**src/rtl/pbyte_pkg.sv**
```systemverilog
`timescale 1ns/1ps
package pbyte_pkg;

  typedef enum logic [2:0] {
    OP_UADD = 3'd0,
    OP_USUB = 3'd1,
    OP_SADD = 3'd2,
    OP_SSUB = 3'd3,
    OP_SEL  = 3'd4
  } pbyteOp_e;

  // Strobes from the decoder to the datapath
  typedef struct packed {
    logic loadResult;
    logic loadFlags;
    logic doSub;
    logic signedMode;
    logic pickSel;
  } pbyteStb_t;

endpackage

```
**src/rtl/pbyte_lane.sv**
```systemverilog
`timescale 1ns/1ps
// One byte lane: widened add/subtract, wrapped result and ge flag.
module pbyte_lane #(
  parameter int LANE_W = 8
) (
  input  logic [LANE_W-1:0] aIn,
  input  logic [LANE_W-1:0] bIn,
  input  logic              doSub,
  input  logic              signedMode,
  output logic [LANE_W-1:0] sumOut,
  output logic              geOut
);
  localparam int EXT_W = LANE_W + 1;

  logic [EXT_W-1:0] extA;
  logic [EXT_W-1:0] extB;
  logic [EXT_W-1:0] wideSum;

  // Extra bit is a sign copy in signed mode, zero otherwise
  assign extA = {signedMode & aIn[LANE_W-1], aIn};
  assign extB = {signedMode & bIn[LANE_W-1], bIn};

  always_comb begin
    if (doSub) wideSum = extA - extB;
    else       wideSum = extA + extB;
  end

  assign sumOut = wideSum[LANE_W-1:0];

  // Unsigned add: top bit is the carry. Every other mode: top bit set
  // means a borrow or a negative exact result, so invert it.
  assign geOut = (doSub | signedMode) ? ~wideSum[LANE_W] : wideSum[LANE_W];

endmodule

```
**src/rtl/pbyte_ctrl.sv**
```systemverilog
`timescale 1ns/1ps
// Opcode decode into datapath strobes.
module pbyte_ctrl import pbyte_pkg::*; (
  input  logic [2:0] opCode,
  input  logic       wrEn,
  output pbyteStb_t  stb
);
  always_comb begin
    stb = '0;
    if (wrEn) begin
      case (opCode)
        OP_UADD: begin
          stb.loadResult = 1'b1;
          stb.loadFlags  = 1'b1;
        end
        OP_USUB: begin
          stb.loadResult = 1'b1;
          stb.loadFlags  = 1'b1;
          stb.doSub      = 1'b1;
        end
        OP_SADD: begin
          stb.loadResult = 1'b1;
          stb.loadFlags  = 1'b1;
          stb.signedMode = 1'b1;
        end
        OP_SSUB: begin
          stb.loadResult = 1'b1;
          stb.loadFlags  = 1'b1;
          stb.doSub      = 1'b1;
          stb.signedMode = 1'b1;
        end
        OP_SEL: begin
          stb.loadResult = 1'b1;
          stb.pickSel    = 1'b1;
        end
        default: stb = '0;
      endcase
    end
  end
endmodule

```
**src/rtl/pbyte_datapath.sv**
```systemverilog
`timescale 1ns/1ps
// Lanes, select mux, result and flag registers.
module pbyte_datapath import pbyte_pkg::*; #(
  parameter int LANES  = 4,
  parameter int LANE_W = 8
) (
  input  logic                    clk,
  input  logic                    rstN,
  input  logic [LANES*LANE_W-1:0] opA,
  input  logic [LANES*LANE_W-1:0] opB,
  input  pbyteStb_t               stb,
  output logic [LANES*LANE_W-1:0] result,
  output logic [LANES-1:0]        flags
);
  localparam int WORD_W = LANES * LANE_W;
  localparam int LANE_MAX = (1 << LANE_W) - 1;

  logic [WORD_W-1:0] laneSum;
  logic [WORD_W-1:0] selWord;
  logic [WORD_W-1:0] nextResult;
  logic [LANES-1:0]  laneGe;
  logic [WORD_W-1:0] resultQ;
  logic [LANES-1:0]  flagQ;

  for (genvar g = 0; g < LANES; g++) begin : gLane
    pbyte_lane #(.LANE_W(LANE_W)) u_lane (
      .aIn        (opA[g*LANE_W +: LANE_W]),
      .bIn        (opB[g*LANE_W +: LANE_W]),
      .doSub      (stb.doSub),
      .signedMode (stb.signedMode),
      .sumOut     (laneSum[g*LANE_W +: LANE_W]),
      .geOut      (laneGe[g])
    );

    assign selWord[g*LANE_W +: LANE_W] =
      flagQ[g] ? opA[g*LANE_W +: LANE_W] : opB[g*LANE_W +: LANE_W];

    // unsigned add flag is the lane carry
    p_uadd_carry_r1: assert property (@(posedge clk) disable iff (!rstN)
      (stb.loadFlags && !stb.doSub && !stb.signedMode) |=>
        flagQ[g] == ((32'($past(opA[g*LANE_W +: LANE_W])) +
                      32'($past(opB[g*LANE_W +: LANE_W]))) > LANE_MAX));

    // unsigned subtract flag is the no-borrow indication
    p_usub_noborrow_r2: assert property (@(posedge clk) disable iff (!rstN)
      (stb.loadFlags && stb.doSub && !stb.signedMode) |=>
        flagQ[g] == ($past(opA[g*LANE_W +: LANE_W]) >= $past(opB[g*LANE_W +: LANE_W])));

    // signed subtract flag is the signed comparison
    p_ssub_ge_r4: assert property (@(posedge clk) disable iff (!rstN)
      (stb.loadFlags && stb.doSub && stb.signedMode) |=>
        flagQ[g] == ($signed($past(opA[g*LANE_W +: LANE_W])) >=
                     $signed($past(opB[g*LANE_W +: LANE_W]))));
  end

  assign nextResult = stb.pickSel ? selWord : laneSum;

  always_ff @(posedge clk or negedge rstN) begin
    if (!rstN) begin
      resultQ <= '0;
      flagQ   <= '0;
    end else begin
      if (stb.loadResult) resultQ <= nextResult;
      if (stb.loadFlags)  flagQ   <= laneGe;
    end
  end

  assign result = resultQ;
  assign flags  = flagQ;

endmodule

```
**src/rtl/pbyte_unit.sv**
```systemverilog
`timescale 1ns/1ps
// Packed byte add/subtract with flag-steered select: thin top.
module pbyte_unit import pbyte_pkg::*; #(
  parameter int LANES  = 4,
  parameter int LANE_W = 8
) (
  input  logic                    clk,
  input  logic                    rstN,
  input  logic [LANES*LANE_W-1:0] opA,
  input  logic [LANES*LANE_W-1:0] opB,
  input  logic [2:0]              opCode,
  input  logic                    wrEn,
  output logic [LANES*LANE_W-1:0] result,
  output logic [LANES-1:0]        geFlags
);
  localparam int WORD_W = LANES * LANE_W;

  pbyteStb_t stb;

  pbyte_ctrl u_ctrl (
    .opCode (opCode),
    .wrEn   (wrEn),
    .stb    (stb)
  );

  pbyte_datapath #(.LANES(LANES), .LANE_W(LANE_W)) u_dp (
    .clk    (clk),
    .rstN   (rstN),
    .opA    (opA),
    .opB    (opB),
    .stb    (stb),
    .result (result),
    .flags  (geFlags)
  );

  function automatic logic [WORD_W-1:0] pickBytes(
    input logic [WORD_W-1:0] a,
    input logic [WORD_W-1:0] b,
    input logic [LANES-1:0]  f
  );
    logic [WORD_W-1:0] w;
    for (int i = 0; i < LANES; i++)
      w[i*LANE_W +: LANE_W] = f[i] ? a[i*LANE_W +: LANE_W] : b[i*LANE_W +: LANE_W];
    return w;
  endfunction

  p_hold_when_idle_r7: assert property (@(posedge clk) disable iff (!rstN)
    !wrEn |=> ($stable(result) && $stable(geFlags)));

  p_sel_keeps_flags_r6: assert property (@(posedge clk) disable iff (!rstN)
    (wrEn && opCode == OP_SEL) |=> $stable(geFlags));

  p_sel_bytes_r5: assert property (@(posedge clk) disable iff (!rstN)
    (wrEn && opCode == OP_SEL) |=>
      result == pickBytes($past(opA), $past(opB), $past(geFlags)));

  p_reserved_inert_r8: assert property (@(posedge clk) disable iff (!rstN)
    (wrEn && opCode > OP_SEL) |=> ($stable(result) && $stable(geFlags)));

endmodule

```
**config.mk**
```make
export PLATFORM = sky130hd
export DESIGN_NAME = pbyte_unit
export DESIGN_NICKNAME = d
export VERILOG_FILES = /design/src/rtl/pbyte_pkg.sv /design/src/rtl/pbyte_lane.sv /design/src/rtl/pbyte_ctrl.sv /design/src/rtl/pbyte_datapath.sv /design/src/rtl/pbyte_unit.sv
export SDC_FILE = /design/constraint.sdc
export NUM_CORES = 1
export LEC_CHECK = 0
export BUFFER_PORTS_ARGS = -buffer_cell sky130_fd_sc_hd__buf_4
export CELL_PAD_IN_SITES_DETAIL_PLACEMENT = 2
export CELL_PAD_IN_SITES_GLOBAL_PLACEMENT = 2
export CORE_AREA = 2 2 95 134
export CTS_BUF_LIST = sky130_fd_sc_hd__clkbuf_8
export CTS_CLUSTER_DIAMETER = 60
export DETAILED_ROUTE_END_ITERATION = 8
export DIE_AREA = 0 0 97 136
export PLACE_DENSITY_LB_ADDON = 0.08
export SETUP_SLACK_MARGIN = 0.3
export SLEW_MARGIN = 15
export SYNTH_ARGS = -nofsm -noshare
export SYNTH_HDL_FRONTEND = slang
export SYNTH_SLANG_ARGS = --single-unit
```
**constraint.sdc**
```tcl
create_clock -name clk -period 2.3 [get_ports clk]
set_clock_uncertainty 0.2 [all_clocks]
set_input_delay 0.46 -clock clk [delete_from_list [all_inputs] [get_ports clk]]
set_output_delay 0.46 -clock clk [all_outputs]
set_load 0.05 [all_outputs]
```
==> reports/results.tsv, run 1 <==
metric	value	unit
detailed placement HPWL	15640	um
Mapped Nets	598	
die height	136	um
CTS Root Cell	clkbuf_8	
Netlist Area Pre-Place	4028	um^2
status	aborted with a tool error	
#FFs+latches synth	36	
Netlist cell types	52	
synth warn	0	
clock sinks	36	
PortBufs	105	
Synth Flop Type	dfrtp_1	
Place WS	-0.8259	ns
Seq/Total Area, Yosys	22.37	%
GPL Wtd Cong	0.9481	
EDFF count, synth	0	
last worst endpoint in the global-route repair_timing	u_dp.result[14]$_DFFE_PN0P_/D	
Error	[ERROR DPL-0033] detailed placement checks failed during check placement.	
WEP type	sequential cell input	
deepest clock path buffer count	2	
asr flop ratio synth	100.0	%
syn avg cell area	8.253	um^2
CTS Buf Count	5	
site row count	48	
post-synthesis cell count	488	
Die X	97	um
I/O pins	106	
initial antenna violation count	0	
largest net degree at the start of global routing	37	
initial core utilization	33.36	%
Failed at	global routing (5_1_grt)	
H-tree depth	2	
## logic make-up after synthesis
| logic type | after synthesis | share of synthesized area [%] |
|---|---|---|
| mux | 39 | 9.848 |
| fa+ha+maj | 40 | 13.17 |
| xor+xnor | 38 | 8.263 |
| buf+inv | 49 | 5.405 |
| flops | 36 | 22.37 |
| simple gates | 142 | 17.02 |
| compound gates | 144 | 23.92 |
## cells in the mapped netlist, types with 4 or more instances
master | instances | share of area [%]
o211ai_1 | 5 | 0.93
fa_1 | 4 | 2.0
a211oi_1 | 11 | 2.1
nor3_1 | 14 | 1.7
nor2_1 | 55 | 5.1
a221oi_1 | 5 | 1.1
a21oi_1 | 38 | 4.7
nor2b_1 | 8 | 1.2
o21a_1 | 8 | 1.5
xor2_1 | 16 | 3.5
mux2_2 | 4 | 1.1
inv_1 | 25 | 2.3
nand2_1 | 31 | 2.9
nor3b_1 | 7 | 1.3
nand3_1 | 5 | 0.62
ha_1 | 36 | 11
a31oi_1 | 5 | 0.78
o31ai_1 | 5 | 0.93
mux2i_1 | 34 | 8.4
nor4_1 | 5 | 0.78
o21ai_1 | 7 | 0.87
dfrtp_1 | 36 | 22
a21o_1 | 4 | 0.75
o21bai_1 | 4 | 0.75
buf_2 | 6 | 0.75
o21ai_0 | 20 | 2.5
nand2b_1 | 4 | 0.62
o221ai_1 | 12 | 2.6
clkbuf_1 | 12 | 1.1
a221o_1 | 4 | 0.99
xnor2_1 | 22 | 4.8
## timing repair
action,CTS
hold buffers,1
buffers inserted,16
pin swaps,56
cloned,1
endpoints found under the setup margin,33
hold endpoints to repair,36
resized for setup,113
## through the flow
stage               instances  setup TNS, ns  cell area, um^2  utilization (%)
CTS                       856         -4.799             6654            55.12
detailed placement        830         -17.04             5874            48.66
global placement          830         -12.88             5874            48.66
floorplan                 488         -9.216             4199                -
==> run 2: changes to the inputs <==
CELL_PAD_IN_SITES_DETAIL_PLACEMENT = not set   (was 2)
CELL_PAD_IN_SITES_GLOBAL_PLACEMENT = not set   (was 2)
CORE_AREA = 2 2 104 106   (was 2 2 95 134)
CTS_BUF_LIST = not set   (was sky130_fd_sc_hd__clkbuf_8)
CTS_CLUSTER_DIAMETER = not set   (was 60)
DIE_AREA = 0 0 106 108   (was 0 0 97 136)
PLACE_DENSITY_LB_ADDON = 0.15   (was 0.08)
SETUP_SLACK_MARGIN = not set   (was 0.3)
==> reports/results.tsv, run 2 <==
metric	value	unit	change
status	finished, violations left		
failing checks	negative setup slack		
XOR/XNOR share of the synthesized area	8.263	%	unchanged
CP Launch Point	opCode[2]		
Nets	799		
top cells by area, synth	dfrtp_1, ha_1, mux2i_1, nor2_1, xnor2_1		
layout cells sized above 1	46.67	%	
Fin Setup TNS	-2.367	ns	
r2r worst-path depth	4		
Stages on worst setup path	12		
initial core utilization	39.37	%	+6.0 points
Setup crit start kind	input pin		
HP Class	input pin to register		
Seq/Total Area, Yosys	22.37	%	unchanged
first-pass GRT wire length	22170	um	
Die X	106	um	+9.3%
worst slew pin tran	0.9613	ns	
detailed placement HPWL	9992	um	-36%
Slew headroom	35.85	%	
PortBufs	105		unchanged
CTS Root Cell	clkbuf_8		
CP cell instances	buf_8 > and3b_2 > buf_12 > buf_8 > nor2_4 > xnor2_1 > ha_1 > a21oi_2 > o22ai_2 > or3_4 > nand3_2 > a22oi_2		
Worst-path clk slew	0.10	ns	
# placed instances	796		-4.1%
Hold Crit Depth	3		
Setup CP Type	input pin to register		
via count	4500		
worst path required time	2.27	ns	
final setup fails	22		
post-synthesis adder-cell area fraction	13.17	%	unchanged
Ant. Diodes	0		
drt first pass iters	4		
Hold Path Origin	opA[4]		
Congestion Overflow GR	0		
Mapped Nets	598		unchanged
proportion of synthesized area in mux cells	9.848	%	unchanged
DP Area	5667	um^2	-3.5%
Reg-to-Reg Start	u_dp.flags[0]$_DFFE_PN0P_		
most frequent cells in the layout	buf_4, nor2_1, dfrtp_1, mux2i_1, ha_1		
GPL Wtd Cong	0.9929		+4.7%
crit path capture type	register		
DR iter-0 viols	172		
initial antenna violation count	0		
crit path max fanout	8		
Worst EP arrival	2.53	ns	
most used cell, CP	buf_8		
unrepaired setup endpoints after global routing	true		
final hold viol count	0		
max_cap viols	0		
die area	11450	um^2	
synthesis-to-layout area growth	63.13	%	
wire per inst	17.23	um	
EDFF count, synth	0		unchanged
pwr dens	646.3	nW/um^2	
Netlist Area Pre-Place	4028	um^2	unchanged
most frequent cells after synthesis	nor2_1, a21oi_1, dfrtp_1, ha_1, mux2i_1		
asr flop ratio synth	100.0	%	unchanged
worst path bufs/invs	3		
clock sinks	36		unchanged
#FFs+latches synth	36		unchanged
Synth Flop Type	dfrtp_1		
I/O pins	106		unchanged
Period minus WS final	2.554	ns	
Global Route Usage Sum	24.13	%	
Core ar.	10230	um^2	
Max VDD drop	0.3417	mV	
simple-gate area share of the yosys netlist	17.02	%	unchanged
largest net degree at the start of global routing	37		
CP max stage delay	0.40	ns	
post-route ant nets	0		
post-synthesis cell count	488		unchanged
Netlist cell types	52		unchanged
CP top delay family	simple AND/OR/NAND/NOR gates		
CTS Buf Count	5		unchanged
Final WS setup	-0.2539	ns	
Critical Path Slowest Stage Cell	or3_4		
Vias/cell	5.448		
leakage	3.011	nW	
Final Power	4.246	mW	
synth warn	0		unchanged
syn avg cell area	8.253	um^2	unchanged
main combinational cell family by area after synthesis	compound AO/OA/AOI/OAI gates		
deepest clock path buffer count	2		unchanged
die height	108	um	-21%
TritonCTS clock tree	built		
Final Cycle Share	111.0	%	
commonest non-fill, non-tap cell in the layout	buf_4		
site row count	37		-23%
flop2flop setup slack	0.61	ns	
top-area cell type share of the netlist area	22.37	%	unchanged
Fillers	866		
H-tree depth	2		unchanged
Min Hold Slack	0.2740	ns	
dominant cell type by area after synthesis	dfrtp_1		
DRC violations left	0		
fmax	391.6	MHz	
total wire length	14230	um	
vias in the first global route	4610		
Final Cell Area	6570	um^2	
max reg flops	32		
complex-gate fraction of the synthesized area	23.92	%	unchanged
Finished Layout Cells	826		
top-count cell post-synth	nor2_1		
Slew Viols, Final	0		
Clock Latency Late Sink	0.30	ns	
run 2: cell counts after synthesis:
Identical to the previous run, type by type.
run 2: logic make-up (layout without fill, tap and decap cells):
| group | count (synthesis) | after routing |
|---|---|---|
| AO/OA/AOI/OAI | 144 | 144 |
| XOR/XNOR | 38 | 38 |
| adder cells (fa/ha/maj) | 40 | 40 |
| buffers and inverters | 49 | 251 |
| flip-flops | 36 | 36 |
| multiplexers | 39 | 39 |
| AND/OR/NAND/NOR | 142 | 142 |
run 2: timing repair:
item / in CTS / in global routing
endpoints found under the setup margin: 23 / 24
buffers inserted: 15 / 6
gates resized for setup: 64 / 63
pin swaps: 44 / 39
hold buffers: 1 / 0
hold endpoints to repair: 36 / 0
run 2: worst min-delay path, stage by stage:
cell     delay (ns)
buf_4          0.09
mux2i_1        0.06
a21oi_1        0.14
run 2: area by class of cell:
class | count | area [um^2] | share of cell area (%)
multi-input cells | 403 | 3515 | 53.49
repair buffers | 218 | 1732 | 26.36
flip-flops and latches | 36 | 900.9 | 13.71
well taps | 136 | 170.2 | 2.590
inverters | 25 | 93.84 | 1.428
clock inverters | 3 | 90.09 | 1.371
clock buffers | 5 | 68.82 | 1.047
run 2: where the power goes:
part,total [mW],leakage (nW),switching (mW),internal [mW]
clock,0.836,0.0784,0.292,0.544
combinational,2.45,2.49,1.37,1.09
sequential,0.956,0.439,0.175,0.781
run 2: path summary, 6_finish.rpt:
path,to
max in group asynchronous,u_dp.result[23]$_DFFE_PN0P_
max,u_dp.result[22]$_DFFE_PN0P_
min,u_dp.result[4]$_DFFE_PN0P_
max reg2reg,u_dp.result[7]$_DFFE_PN0P_
min reg2reg,u_dp.result[10]$_DFFE_PN0P_
min in group asynchronous,u_dp.flags[1]$_DFFE_PN0P_
run 2: metrics by stage:
| stage | setup slack (ns) | utilization [%] |
|---|---|---|
| global placement | -0.6031 | 55.39 |
| floorplan | -0.6810 | - |
| global route | -0.3122 | 64.22 |
| detailed placement | -0.6312 | 55.39 |
| finish | -0.2539 | 64.22 |
| CTS | -0.1850 | 60.80 |
run 2: layer usage:
metal,wire (um),vias to the layer above,global-route usage [%]
met1,6132,2162,30.36
li1,-,2197,-
met3,557,24,3.134
met5,0,-,0
met4,272,0,7.331
met2,7270,117,43.18
Note: power is estimated with default switching activity, not from simulation.
==> run 3: changes to the inputs <==
CORE_AREA = 2 2 108 110   (was 2 2 104 106)
DIE_AREA = 0 0 110 112   (was 0 0 106 108)
MAX_ROUTING_LAYER = met4   (was not set)
SKIP_CTS_REPAIR_TIMING = 1   (was not set)
SYNTH_HIERARCHICAL = 1   (was not set)
==> reports/results.tsv, run 3 <==
metric	value	unit	change
layout cells sized above 1	47.87	%	+1.2 points
crit path capture type	register		
PortBufs	105		unchanged
asr flop ratio synth	100.0	%	unchanged
total wire length	12830	um	-9.8%
crit path max fanout	16		+8
most used cell, CP	nor2b_4		
commonest non-fill, non-tap cell in the layout	buf_4		
CTS Root Cell	clkbuf_16		
Nets	767		-4.0%
Seq/Total Area, Yosys	20.48	%	-1.9 points
status	finished, violations left		
Mapped Nets	575		-3.8%
most frequent cells in the layout	buf_4, xnor2_1, nand2b_1, dfrtp_1, ha_1		
Slew headroom	64.42	%	+29 points
fmax	386.5	MHz	-1.3%
#FFs+latches synth	36		unchanged
CP max stage delay	0.26	ns	-0.14 ns
Setup CP Type	input pin to register		
Netlist Area Pre-Place	4399	um^2	+9.2%
Netlist cell types	39		-25%
detailed placement HPWL	9459	um	-5.3%
I/O pins	106		unchanged
Worst EP arrival	2.55	ns	+0.02 ns
syn avg cell area	9.461	um^2	+15%
Congestion Overflow GR	0		unchanged
Ant. Diodes	0		unchanged
H-tree depth	2		unchanged
site row count	39		+5.4%
Clock Latency Late Sink	0.29	ns	about the same
Worst-path clk slew	0.06	ns	-0.04 ns
wire per inst	16.02	um	-7.0%
CTS Buf Count	5		unchanged
Fin Setup TNS	-2.976	ns	-0.6084 ns
Final Power	4.602	mW	+8.4%
DRC violations left	0		unchanged
Max VDD drop	0.4632	mV	+36%
leakage	3.012	nW	about the same
synthesis-to-layout area growth	50.20	%	
CP cell instances	buf_8 > nor2b_4 > and2_4 > buf_12 > mux2i_4 > ha_1 > nor2b_4 > o31a_1 > o21ai_2 > a21boi_1 > xor2_1 > nand3b_1 > o211ai_2		
largest net degree at the start of global routing	65		+76%
Critical Path Slowest Stage Cell	o31a_1		
Setup crit start kind	input pin		
Final Cycle Share	112.5	%	+1.4 points
via count	4200		-6.7%
EDFF count, synth	0		unchanged
Slew Viols, Final	0		unchanged
final setup fails	19		-14%
top cells by area, synth	dfrtp_1, ha_1, xnor2_1, o211ai_2, mux2i_1		
GPL Wtd Cong	0.8848		-11%
most frequent cells after synthesis	xnor2_1, dfrtp_1, ha_1, mux2i_1, nand2b_1		
die area	12320	um^2	+7.6%
Die X	110	um	+3.8%
max reg flops	32		unchanged
max_cap viols	0		unchanged
worst path required time	2.26	ns	about the same
initial antenna violation count	0		unchanged
Vias/cell	5.243		-3.8%
top-area cell type share of the netlist area	20.48	%	-1.9 points
initial core utilization	39.37	%	about the same
Synth Flop Type	dfrtp_1		
vias in the first global route	4300		-6.7%
post-synthesis cell count	465		-4.7%
Final WS setup	-0.2871	ns	-0.03320 ns
synth warn	6		+6
first-pass GRT wire length	20650	um	-6.8%
deepest clock path buffer count	2		unchanged
worst slew pin tran	0.5337	ns	-0.4276 ns
Fillers	997		+15%
DR iter-0 viols	190		+10%
clock sinks	36		unchanged
Core ar.	11170	um^2	+9.2%
pwr dens	696.5	nW/um^2	+7.8%
HP Class	input pin to register		
die height	112	um	+3.7%
post-route ant nets	0		unchanged
final hold viol count	0		unchanged
top-count cell post-synth	xnor2_1		
failing checks	negative setup slack		
unrepaired setup endpoints after global routing	true		
Global Route Usage Sum	21.81	%	-2.3 points
drt first pass iters	4		unchanged
TritonCTS clock tree	built		
Period minus WS final	2.587	ns	+0.03320 ns
dominant cell type by area after synthesis	dfrtp_1		
==> run 3: cell count changes in the layout (fill, tap and decap cells not counted), moves of 8 or more <==
| cell | previous run | this run |
|---|---|---|
| nor2_1 | 46 | 12 |
| xnor2_1 | 21 | 43 |
| nand3b_1 | 2 | 32 |
| a211oi_1 | 10 | 0 |
| o211ai_2 | 0 | 30 |
| o221ai_1 | 11 | 0 |
| xor2_1 | 16 | 8 |
| nand2_1 | 29 | 5 |
| nand2b_1 | 2 | 36 |
| a21oi_1 | 21 | 10 |
==> run 3: through the flow <==
stage          cell area (um^2)  hold slack [ns]  worst slack [ns]  std cells  util, %
2_1_floorplan              4546         -0.03559           -0.3802        465        -
3_3_place_gp               6130           0.2807           -0.5733        787    54.85
3_5_place_dp               6130           0.2820           -0.5934        787    54.85
4_1_cts                    6345         -0.03829           -0.2852        795    56.78
5_1_grt                    6608           0.2921           -0.3455        801    59.13
6_report                   6608           0.2914           -0.2871        801    59.13
==> run 3: layer usage <==
metal  global-route usage (%)  vias to the layer above  share of wire [%]
met1                    28.52                     2038                 47
met3                    2.635                        8                2.9
met2                    35.95                       67                 49
met4                    4.641                        0               0.77
met5                        -                        -                  0
li1                         -                     2087                  -
==> run 3: worst max-delay path, delay by kind of cell <==
kind / cells / cell delay [ns]
AO/OA/AOI/OAI: 4 / 0.64
AND/OR/NAND/NOR: 4 / 0.53
buffers and inverters: 2 / 0.27
multiplexers: 1 / 0.25
adder cells (fa/ha/maj): 1 / 0.25
XOR/XNOR: 1 / 0.14
==> run 3: kinds of logic (layout without fill, tap and decap cells) <==
kind of cell | count (synthesis) | after routing | synth area share [%]
flops | 36 | 36 | 20.48
buf+inv | 45 | 238 | 4.949
fa+ha+maj | 40 | 40 | 12.06
simple gates | 131 | 131 | 19.51
mux | 40 | 40 | 9.215
compound gates | 121 | 121 | 23.44
xor+xnor | 52 | 52 | 10.35
==> run 3: final timing paths <==
check / slack (ns) / cells after the start / start / endpoint
max: -0.29 / 13 / opCode[2] / u_dp/result[7]$_DFFE_PN0P_
min: 0.29 / 3 / opA[8] / u_dp/result[8]$_DFFE_PN0P_
max reg2reg: 0.81 / 3 / u_dp/flags[1]$_DFFE_PN0P_ / u_dp/result[13]$_DFFE_PN0P_
min reg2reg: 0.30 / 2 / u_dp/result[1]$_DFFE_PN0P_ / u_dp/result[1]$_DFFE_PN0P_
max in group asynchronous: 1.02 / 2 / rstN / u_dp/result[0]$_DFFE_PN0P_
min in group asynchronous: 0.51 / 2 / rstN / u_dp/result[20]$_DFFE_PN0P_
==> run 3: power by group <==
part / leakage [nW] / internal, mW / switching (mW)
Clock: 0.104 / 0.733 / 0.313
Sequential: 0.444 / 0.802 / 0.157
Combinational: 2.46 / 1.14 / 1.46
Total: 3.01 / 2.67 / 1.93
==> run 3: final cells by class <==
cell class / instances / area (um^2) / area share (%)
inverter: 24 / 90.09 / 1.363
timing repair buffer: 206 / 1643 / 24.86
multi-input combinational: 384 / 3580 / 54.18
sequential: 36 / 900.9 / 13.63
clock buffer: 5 / 125.1 / 1.894
tap: 143 / 178.9 / 2.708
clock inverter: 3 / 90.09 / 1.363
==> run 4: changes to the inputs <==
BUFFER_PORTS_ARGS = not set   (was -buffer_cell sky130_fd_sc_hd__buf_4)
DONT_BUFFER_PORTS = 1   (was not set)
clock period = 3.25 ns   (was 2.3 ns; I/O delays follow)
==> reports/results.tsv, run 4 (synthesis gave the netlist of run 3 again) <==
metric	value	unit	change
status	completed		
H-tree depth	2		unchanged
Max VDD drop	0.2519	mV	-46%
CP max stage delay	0.32	ns	+0.06 ns
final setup fails	0		-19
Ant. Diodes	0		unchanged
fmax	345.6	MHz	
synthesis-to-layout area growth	6.940	%	
DP Area	4531	um^2	-26%
worst path bufs/invs	1		-1
Finished Layout Cells	604		-25%
switch share	47.61	%	+5.7 points
drt first pass iters	4		unchanged
worst slew pin tran	0.9918	ns	+0.4581 ns
Place WS	0.05005	ns	+0.6435 ns
Critical Path Slowest Stage Cell	mux2i_1		
# placed instances	595		-24%
Final Cell Area	4705	um^2	-29%
GPL Wtd Cong	0.7839		-11%
largest net degree at the start of global routing	65		unchanged
worst path required time	3.19	ns	+0.93 ns
vias in the first global route	3545		-18%
detailed placement HPWL	8281	um	-12%
leakage	1.911	nW	-37%
HP Class	input pin to async pin		
Comb pwr share	32.7	%	-24 points
crit path capture type	register		
Global Route Usage Sum	18.73	%	-3.1 points
die area	12320	um^2	unchanged
Congestion Overflow GR	0		unchanged
CP cell instances	nor2b_4 > and2_2 > buf_12 > mux2i_1 > ha_1 > nor2b_1 > o31a_1 > o21ai_0 > a21boi_0 > xor2_1 > nand3b_1 > o211ai_2		
first-pass GRT wire length	17820	um	-14%
max_cap viols	0		unchanged
max reg flops	32		unchanged
total wire length	11050	um	-14%
Vias/cell	5.707		+8.8%
TritonCTS clock tree	built		
Slew headroom	33.88	%	-31 points
Stages on worst setup path	12		-1
clock sinks	36		unchanged
Slew Viols, Final	0		unchanged
pwr dens	521.3	nW/um^2	-25%
Final WS setup	0.3561	ns	+0.6432 ns
post-route ant nets	0		unchanged
DRC violations left	0		unchanged
initial antenna violation count	0		unchanged
initial core utilization	39.37	%	unchanged
r2r worst-path depth	2		-1
Period minus WS final	2.894	ns	
sequential power share	47.0	%	+26 points
commonest non-fill, non-tap cell in the layout	xnor2_1		
CTS Buf Count	5		unchanged
Nets	570		-26%
NetSw	1.167	mW	-40%
Clock Latency Late Sink	0.28	ns	about the same
layout cells sized above 1	14.32	%	-34 points
PortBufs	0		-100%
Setup crit start kind	input pin		
CP top delay family	compound AO/OA/AOI/OAI gates		
CTS Root Cell	clkbuf_16		
Worst EP arrival	2.83	ns	+0.28 ns
unrepaired setup endpoints after global routing	false		
crit path max fanout	19		+3
Setup CP Type	input pin to register		
Cell Int Power	1.285	mW	-52%
die height	112	um	unchanged
DR iter-0 viols	168		-12%
site row count	39		unchanged
final hold viol count	0		unchanged
Core ar.	11170	um^2	unchanged
Final Cycle Share	89.04	%	
clock network power share	20.3	%	-2.4 points
Worst-path clk slew	0.06	ns	about the same
Fin Setup TNS	0	ns	+2.976 ns
wire per inst	18.29	um	+14%
Min Hold Slack	0.006136	ns	-0.2852 ns
I/O pins	106		unchanged
deepest clock path buffer count	2		unchanged
Die X	110	um	unchanged
via count	3447		-18%
most frequent cells in the layout	xnor2_1, mux2i_1, nand2b_1, dfrtp_1, ha_1		
==> run 4: worst register-to-register path, delay by kind of cell (launching register included) <==
family / cells / cell delay, ns
muxes: 1 / 0.37
AOI/OAI and AO/OA: 1 / 0.10
DFF: 1 / 0.95
==> run 4: metal layers <==
metal / wire length (um) / track usage [%]
met5: 0 / -
met4: 72 / 3.544
met3: 744 / 3.864
met2: 5020 / 28.38
met1: 5209 / 25.89
==> run 4: worst paths after layout <==
path                                                   from                          end  slack [ns]
worst max-delay path                                   wrEn  u_dp/result[15]$_DFFE_PN0P_        0.36
worst min-delay path                                   rstN  u_dp/result[20]$_DFFE_PN0P_       0.006
worst max register to register    u_dp/flags[0]$_DFFE_PN0P_   u_dp/result[4]$_DFFE_PN0P_        1.49
worst min register to register  u_dp/result[31]$_DFFE_PN0P_  u_dp/result[31]$_DFFE_PN0P_        0.64
max in group asynchronous                              rstN   u_dp/result[1]$_DFFE_PN0P_        2.65
min in group clk                                    opB[22]  u_dp/result[22]$_DFFE_PN0P_        0.38
==> run 4: power by group through the flow <==
stage	logic (mW)	clock network, mW	registers (mW)
2_1_floorplan	0.730	0	1.06
3_3_place_gp	0.781	0	1.16
3_5_place_dp	0.790	0	1.16
4_1_cts	0.795	0.520	1.16
5_1_grt	0.896	0.539	1.17
6_report	0.802	0.499	1.15
==> run 4: cell type report <==
class	count	area (um^2)
fill	1085	6470
multi-input combinational	384	3288
tap	143	178.9
clock buffer	8	146.4
inverter	24	90.09
timing repair buffer	9	100.1
sequential	36	900.9
==> run 4: stage by stage <==
step / util, % / power [mW]
finish: 42.10 / 2.452
global route: 42.10 / 2.605
CTS: 41.85 / 2.470
detailed placement: 40.54 / 1.953
global placement: 40.54 / 1.943
floorplan: - / 1.792
